**src/rtl/chp_pkg.sv**
```systemverilog
package chp_pkg;
  localparam int FIFO_DEPTH = 16;
  localparam int DATA_W     = 16;
  localparam int CTRL_W     = 6;
  localparam int WD_W       = 8;
  localparam int CNT_W      = $clog2(FIFO_DEPTH + 1);
  localparam int PAD_W      = DATA_W - CTRL_W - 2 - CNT_W;

  typedef struct packed {
    logic [CTRL_W-1:0] ctrl;
    logic              underflow;
    logic              busy;
    logic [PAD_W-1:0]  pad;
    logic [CNT_W-1:0]  count;
  } status_t;
endpackage

```
**src/rtl/chp_decode.sv**
```systemverilog
module chp_decode (
  input  logic clk,
  input  logic rst_n,
  input  logic cs_n,
  input  logic rd_n,
  input  logic wr_n,
  input  logic addr,
  input  logic start_n,
  output logic rd_fifo,
  output logic rd_stat,
  output logic wr_req,
  output logic pop,
  output logic wait_o
);
  logic acc_rd, acc_wr, start_act;
  logic hold_q, hold_d;
  logic rdq_q, rdq_d;

  always_comb begin
    acc_rd    = !cs_n && !rd_n;
    acc_wr    = !cs_n && !wr_n;
    start_act = !start_n;
    wait_o    = (acc_rd || acc_wr) && (start_act || hold_q);
    rd_fifo   = acc_rd && !addr;
    rd_stat   = acc_rd && addr;
    wr_req    = acc_wr && addr && !wait_o;
    pop       = rdq_q && !rd_fifo;
    hold_d    = start_act;
    rdq_d     = rd_fifo;
  end

  always_ff @(posedge clk or negedge rst_n) begin
    if (!rst_n) begin
      hold_q <= 1'b0;
      rdq_q  <= 1'b0;
    end else begin
      hold_q <= hold_d;
      rdq_q  <= rdq_d;
    end
  end

  // wait only accompanies an access
  a_r9_wait_needs_access: assert property (@(posedge clk) disable iff (!rst_n)
    wait_o |-> (!cs_n && (!rd_n || !wr_n)));

  // one clock after start is seen high, wait has fallen
  a_r9_wait_release: assert property (@(posedge clk) disable iff (!rst_n)
    (start_n && $past(start_n)) |-> !wait_o);
endmodule

```
**src/rtl/chp_ctrl_reg.sv**
```systemverilog
module chp_ctrl_reg
  import chp_pkg::*;
#(
  parameter int CW = CTRL_W,
  parameter int DW = WD_W
) (
  input  logic          clk,
  input  logic          rst_n,
  input  logic          wr_req,
  input  logic [DW-1:0] wdata,
  output logic [CW-1:0] ctrl_o,
  output logic          flush_o
);
  logic          we_lo;
  logic [DW-1:0] dat_lo;
  logic [CW-1:0] ctrl_q, ctrl_d;

  // Falling edge: strobe overlapping the clock-low phase forms the enable
  always_ff @(negedge clk or negedge rst_n) begin
    if (!rst_n) begin
      we_lo  <= 1'b0;
      dat_lo <= '0;
    end else begin
      we_lo <= wr_req;
      if (wr_req) dat_lo <= wdata;
    end
  end

  always_comb begin
    ctrl_d  = ctrl_q;
    if (we_lo) ctrl_d = dat_lo[CW:1];
    flush_o = we_lo && dat_lo[0];
    ctrl_o  = ctrl_q;
  end

  always_ff @(posedge clk or negedge rst_n) begin
    if (!rst_n) ctrl_q <= '0;
    else        ctrl_q <= ctrl_d;
  end

  // the field moves only after a sampled enable
  a_r6_ctrl_hold: assert property (@(posedge clk) disable iff (!rst_n)
    !we_lo |=> $stable(ctrl_q));
endmodule

```
**src/rtl/chp_fifo.sv**
```systemverilog
module chp_fifo
  import chp_pkg::*;
#(
  parameter int DEPTH = FIFO_DEPTH,
  parameter int W     = DATA_W
) (
  input  logic                       clk,
  input  logic                       rst_n,
  input  logic                       push,
  input  logic [W-1:0]               push_data,
  input  logic                       pop,
  input  logic                       flush,
  output logic [W-1:0]               head,
  output logic [$clog2(DEPTH+1)-1:0] count,
  output logic                       underflow
);
  localparam int AW = (DEPTH > 1) ? $clog2(DEPTH) : 1;
  localparam int CW = $clog2(DEPTH + 1);

  logic [W-1:0]  mem [DEPTH];
  logic [AW-1:0] wp_q, wp_d, rp_q, rp_d;
  logic [CW-1:0] cnt_q, cnt_d;
  logic          uf_q, uf_d;
  logic          push_ok, pop_ok, empty;

  function automatic logic [AW-1:0] bump(input logic [AW-1:0] p);
    if (p == AW'(DEPTH - 1)) return '0;
    return p + 1'b1;
  endfunction

  always_comb begin
    empty   = (cnt_q == '0);
    push_ok = push && (cnt_q != CW'(DEPTH));
    pop_ok  = pop && !empty;
    wp_d    = push_ok ? bump(wp_q) : wp_q;
    rp_d    = pop_ok ? bump(rp_q) : rp_q;
    cnt_d   = cnt_q + CW'(push_ok) - CW'(pop_ok);
    uf_d    = uf_q || (pop && empty);
    if (flush) begin
      wp_d  = '0;
      rp_d  = '0;
      cnt_d = '0;
      uf_d  = 1'b0;
    end
    head      = empty ? '0 : mem[rp_q];
    count     = cnt_q;
    underflow = uf_q;
  end

  always_ff @(posedge clk or negedge rst_n) begin
    if (!rst_n) begin
      wp_q  <= '0;
      rp_q  <= '0;
      cnt_q <= '0;
      uf_q  <= 1'b0;
    end else begin
      wp_q  <= wp_d;
      rp_q  <= rp_d;
      cnt_q <= cnt_d;
      uf_q  <= uf_d;
    end
  end

  always_ff @(posedge clk) begin
    if (push_ok && !flush) mem[wp_q] <= push_data;
  end

  a_r10_count_bound: assert property (@(posedge clk) disable iff (!rst_n)
    cnt_q <= CW'(DEPTH));

  a_r2_pop_decrements: assert property (@(posedge clk) disable iff (!rst_n)
    (pop && !push && !flush && cnt_q != '0) |=> (cnt_q == $past(cnt_q) - 1'b1));

  a_r7_underflow_sets: assert property (@(posedge clk) disable iff (!rst_n)
    (pop && cnt_q == '0 && !flush) |=> uf_q);
endmodule

```
**src/rtl/conv_host_port.sv**
```systemverilog
module conv_host_port
  import chp_pkg::*;
(
  input  logic              clk,
  input  logic              rst_n,
  input  logic              cs_n,
  input  logic              rd_n,
  input  logic              wr_n,
  input  logic              addr,
  input  logic [WD_W-1:0]   wdata,
  output logic [DATA_W-1:0] rdata,
  input  logic              start_n,
  output logic              wait_o,
  input  logic              push,
  input  logic [DATA_W-1:0] push_data,
  input  logic              busy,
  output logic [CTRL_W-1:0] ctrl
);
  logic [1:0]       rst_sync;
  logic             rst_i;
  logic             rd_fifo, rd_stat, wr_req, pop, flush, uf;
  logic [DATA_W-1:0] head;
  logic [CNT_W-1:0] count;
  status_t          stat;

  always_ff @(posedge clk or negedge rst_n) begin
    if (!rst_n) rst_sync <= 2'b00;
    else        rst_sync <= {rst_sync[0], 1'b1};
  end
  assign rst_i = rst_sync[1];

  chp_decode u_dec (
    .clk(clk), .rst_n(rst_i), .cs_n(cs_n), .rd_n(rd_n), .wr_n(wr_n),
    .addr(addr), .start_n(start_n), .rd_fifo(rd_fifo), .rd_stat(rd_stat),
    .wr_req(wr_req), .pop(pop), .wait_o(wait_o)
  );

  chp_ctrl_reg u_reg (
    .clk(clk), .rst_n(rst_i), .wr_req(wr_req), .wdata(wdata),
    .ctrl_o(ctrl), .flush_o(flush)
  );

  chp_fifo u_fifo (
    .clk(clk), .rst_n(rst_i), .push(push), .push_data(push_data),
    .pop(pop), .flush(flush), .head(head), .count(count), .underflow(uf)
  );

  always_comb begin
    stat.ctrl      = ctrl;
    stat.underflow = uf;
    stat.busy      = busy;
    stat.pad       = '0;
    stat.count     = count;
    rdata = '0;
    if (rd_fifo)      rdata = head;
    else if (rd_stat) rdata = stat;
  end

  // an empty FIFO read shows zero
  a_r7_empty_reads_zero: assert property (@(posedge clk) disable iff (!rst_i)
    (rd_fifo && count == '0) |-> (rdata == '0));
endmodule

```
**config.mk**
```make
export PLATFORM = sky130hd
export DESIGN_NAME = conv_host_port
export DESIGN_NICKNAME = d
export VERILOG_FILES = /design/src/rtl/chp_pkg.sv /design/src/rtl/chp_decode.sv /design/src/rtl/chp_ctrl_reg.sv /design/src/rtl/chp_fifo.sv /design/src/rtl/conv_host_port.sv
export SDC_FILE = /design/constraint.sdc
export NUM_CORES = 1
export LEC_CHECK = 0
export ABC_AREA = 1
export BUFFER_PORTS_ARGS = -buffer_cell sky130_fd_sc_hd__buf_2
export CELL_PAD_IN_SITES_DETAIL_PLACEMENT = 0
export CELL_PAD_IN_SITES_GLOBAL_PLACEMENT = 1
export CORE_AREA = 2 2 164 166
export CTS_CLUSTER_DIAMETER = 60
export DETAILED_ROUTE_END_ITERATION = 10
export DIE_AREA = 0 0 166 168
export PLACE_DENSITY_LB_ADDON = 0.1
export RECOVER_POWER = 50
export SYNTH_ARGS = -nofsm -noshare
export SYNTH_HDL_FRONTEND = slang
export SYNTH_SLANG_ARGS = --single-unit
```
**constraint.sdc**
```tcl
create_clock -name clk -period 1.6 [get_ports clk]
set_input_delay 0.16 -clock clk [delete_from_list [all_inputs] [get_ports clk]]
set_output_delay 0.16 -clock clk [all_outputs]
set_load 0.01 [all_outputs]
```
# Word-level counts from Yosys, hierarchy flattened
# Memories as Yosys holds them, arrays and structs flattened.
# Index checks and enable logic that the tools add are counted.
[classes] add_sub_neg=4 n_reduce_logical=28 mux=17 eq_ne=3
[ops] op="$mux 16" count=3
[ops] op="$mux 4" count=8
[ops] op="$logic_and 1x1->1" count=13
[ops] op="$logic_not 1->1" count=9
[ops] op="$add 4x1->4 const B" count=2
[ops] op="$eq 4x4->1 const B" count=2
[ops] op="$add 5x1->5" count=1
[ops] op="$logic_not 5->1" count=1
[ops] op="$mux 1" count=5
[ops] op="$mux 5" count=1
[ops] op="$ne 5x5->1 const B" count=1
[ops] op="$sub 5x1->5" count=1
[ops] op="$reduce_bool 2->1" count=2
[ops] op="$logic_or 1x1->1" count=3
[word_totals] ram_bits=256 ff_bits=32 output_inout_bits=23 inputBits=33 memories=1 elab_cells=63
[memory_table] name="u_fifo.mem" words=16 word_bits=16 read_ports=1 rd_clocked_by_memory_dff=0 wr=1 line="chp_fifo.sv:20" text="logic [W-1:0] mem [DEPTH];"

# Logic depth before layout (Yosys ltp)
[depth] depth_word=8 mapped_depth=16 mapped_depth_nobuf=16

# By module
# From an unflattened synthesis, not the netlist that was laid out.
[unflattened] hier_cells=1145 hier_area_um2=12318.1
[modules_own_cells] module="chp_fifo" cells_per_inst=1017 area_each_um2=11324.6 seq_area_each_um2=8037.7 instances=1
[modules_own_cells] module="chp_ctrl_reg" cells_per_inst=59 area_each_um2=534.3 seq_area_each_um2=350.3 instances=1
[modules_own_cells] module="conv_host_port" cells_per_inst=53 area_each_um2=347.8 seq_area_each_um2=50.0 instances=1
[modules_own_cells] module="chp_decode" cells_per_inst=16 area_each_um2=111.4 seq_area_each_um2=50.0 instances=1

==> run metrics <==
status=finished with violations; failing checks=setup timing; min Tclk post-route=2490 ps; Overall Global Routing Usage=25.4%; Setup TNS=-213130 ps; CP Max Fanout=22; ys async rst share=11.1%; GRT met1 Usage=32.7%; setup violators final=300; VDD IR max=just under 1 mV; Fin. Hold Viols=0; area leader, netlist=edfxtp_1; pin count of the biggest net entering global routing=34; most frequent cells in the layout=340 x nand2_1, 256 x edfxtp_1, 178 x inv_1; initial antenna violation count=0; grt ovf=0; Max Slew Vio Count=0; Initial Util=between 40% and 50%; Yosys cell types=32; Via density=5.11; Syn Nets=around 1300; Final nets=~1400; detailed-route via count=9017; GR peak layer=met2; CTS Sinks=288; drt first pass iters=5; Ys Warns=0; Root Driver=clkbuf_16; Filler cells=~2100; CTS tree=built; Post-Syn Area=0.0127 mm2; clk_skew=roughly 41 ps; EDFF count, synth=256; post-synthesis cell count=about 1200; Hold EP=u_dec.rdq_q$_DFF_PN0_; grt met2 use=44.7%; commonest non-fill, non-tap cell in the layout=nand2_1; M3 GR Usage=under 10%; DRC=0; crit path from=u_fifo.rp_q[0]$_DFFE_PN0P_; Synth Area per Inst=10.4 um2; sequential-to-total area share from yosys stat=67.1%; Layout area overhead=32.4%; min-delay worst type=in2reg; Post-Layout Cell Count=1765; Final Cell Area=approximately 0.017 mm2; DR WL/cell=20.1 um; die area=0.0279 mm2; dpl hpwl=22.1 mm; num rows=60; R2R cell count=8; most area-consuming cells after synthesis=edfxtp_1 61%, nand2_1 12%, nand3_1 7.3%; chip height=168 um; ys flop type=edfxtp_1; number of global-route vias before repair=9098; setup repair after global routing missed its margin=true; Num CTS Buffers=30; Arr. time, crit path=2330 ps; post-placement cell area=0.0143 mm2; DR iter-0 viols=939; Crit path required time=~1400 ps; share of Yosys cell area claimed by the top area cell type=around three fifths; post-route setup slack=-886 ps; IO Pins=56; die width=166 um; max-cap viol count=0; hold depth=5; post-route ant nets=0; critical path class=reg2out; core area=0.0264 mm2; Worst slew margin=24.1%; worst r2r src=u_reg.we_lo$_DFF_NN0_; Reg-to-Reg End=u_fifo.mem[0][10]$_DFFE_PP_; placed cell count=1664; LEAKAGE=7.20 nW; total power=27.7 mW; GPL Wtd Cong=0.814; Cell Pwr Density=1650 mW/mm2; share of cells above drive strength 1=roughly 30%; flops & latches, synth=~290; R2R setup slack=-860 ps; first-pass GRT wire length=53.3 mm; FMAX=402 MHz; Antenna Cells=0; clk_lat worst skew=580 ps; clk buf depth=3; Clock transition at path regs=60 ps; crit end category=output port; number of H-tree branching levels=1; worst hold start=rd_n; crit path launch type=flop; Final Cycle Share=155%; Worst-Margin Slew=1140 ps; port bufs=54; Detailed Route WL=35.4 mm
[per-stage QoR]
stage	hold WS [ps]	utilization (%)	setup slack [ps]
after global placement	-54.4	54.4	-744
after CTS	19.4	62.1	-872
final	45.0	63.6	-886
after detailed placement	-47.8	54.4	-759
after global routing	62.4	63.6	-1000
after floorplan	-136	-	-790
[metal layers]
layer	vias up	part of all wire, %
met2	264	50
met5	-	0
met3	56	5.6
met1	4358	41
met4	0	2.9
li1	4339	-
[cells by family (layout without fill, tap and decap cells)]
logic type / after synthesis / count (layout) / synth area share, %
AND/OR/NAND/NOR: 638 / 638 / 20.9
flip-flops: 288 / 288 / 67.1
buffers and inverters: 243 / 446 / 8.67
AO/OA/AOI/OAI: 29 / 29 / 1.23
adder cells (fa/ha/maj): 12 / 12 / 1.25
multiplexers: 6 / 6 / 0.534
XOR/XNOR: 4 / 4 / 0.277
other: 1 / 1 / 0.0296
[synth_stat cells (2+ instances only)]
master	count
inv_2	2
clkbuf_1	11
nand4_1	4
nand3_1	185
buf_6	17
edfxtp_1	256
nor3_1	4
dfrtp_1	24
dfrtn_1	8
inv_1	185
buf_4	6
clkinv_1	2
a21oi_1	6
mux2_2	6
xor2_1	3
nand2_1	391
nor2_1	52
ha_1	11
buf_1	5
buf_2	13
o211ai_1	3
o21ai_0	17
[worst max-delay path by stage]
stage / end / slack, ps / cells after the start
after floorplan: u_fifo.mem[0][0]$_DFFE_PP_ / -790 / 6
after global placement: u_fifo.mem[10][6]$_DFFE_PP_ / -740 / 6
after detailed placement: u_fifo.mem[10][12]$_DFFE_PP_ / -760 / 6
after CTS: u_fifo.mem[0][10]$_DFFE_PP_ / -870 / 8
after global routing: rdata[8] / -1000 / 11
final: rdata[8] / -890 / 11
[layout make-up]
class                           count  area [um2]  share of cell area (%)
Multi-Input combinational cell    690        3910                    23.4
Clock inverter                     26         226                    1.35
Timing Repair inverter              1        7.51                  0.0448
Tap cell                          341         427                    2.55
Sequential cell                   288        8490                    50.7
Clock buffer                       30         751                    4.48
Timing Repair Buffer              199        2180                    13.0
Inverter                          190         747                    4.46
[report_power, final]
| part | switching [mW] | internal [mW] |
|---|---|---|
| clock | 2.90 | 3.92 |
| sequential | 0.402 | 9.06 |
| combinational | 6.85 | 4.54 |
| total | 10.2 | 17.5 |
[critical path, cell delays in order, from the launching register on]
cell and delay [ps]:
dfrtp_4 570, clkinv_8 140, buf_12 180, buf_4 140, nand2_1 50, nand3_1 120, nand3_1 130, nand3_1 90
nand2_2 90, nand2_1 80, nand2_1 60, buf_2 120
[sequential cells by signal, summed over array words and instances, names as in the netlist]
name	count
u_reg.we_lo	1
u_fifo.underflow	1
u_dec.hold_q	1
rst_sync	2
u_reg.dat_lo	7
u_dec.rdq_q	1
u_fifo.rp_q	4
u_reg.ctrl_o	6
u_fifo.mem	256
u_fifo.count	5
u_fifo.wp_q	4
[what timing repair did]
item | in CTS | in global routing
hold endpoints to repair | 3 | 0
endpoints found under the setup margin | 300 | 300
hold buffers | 3 | 0
resized for setup | 153 | 90
pin swaps | 36 | 40
buffers inserted | 21 | 19
cloned | 10 | 4
(Power assumes the default switching activity.)
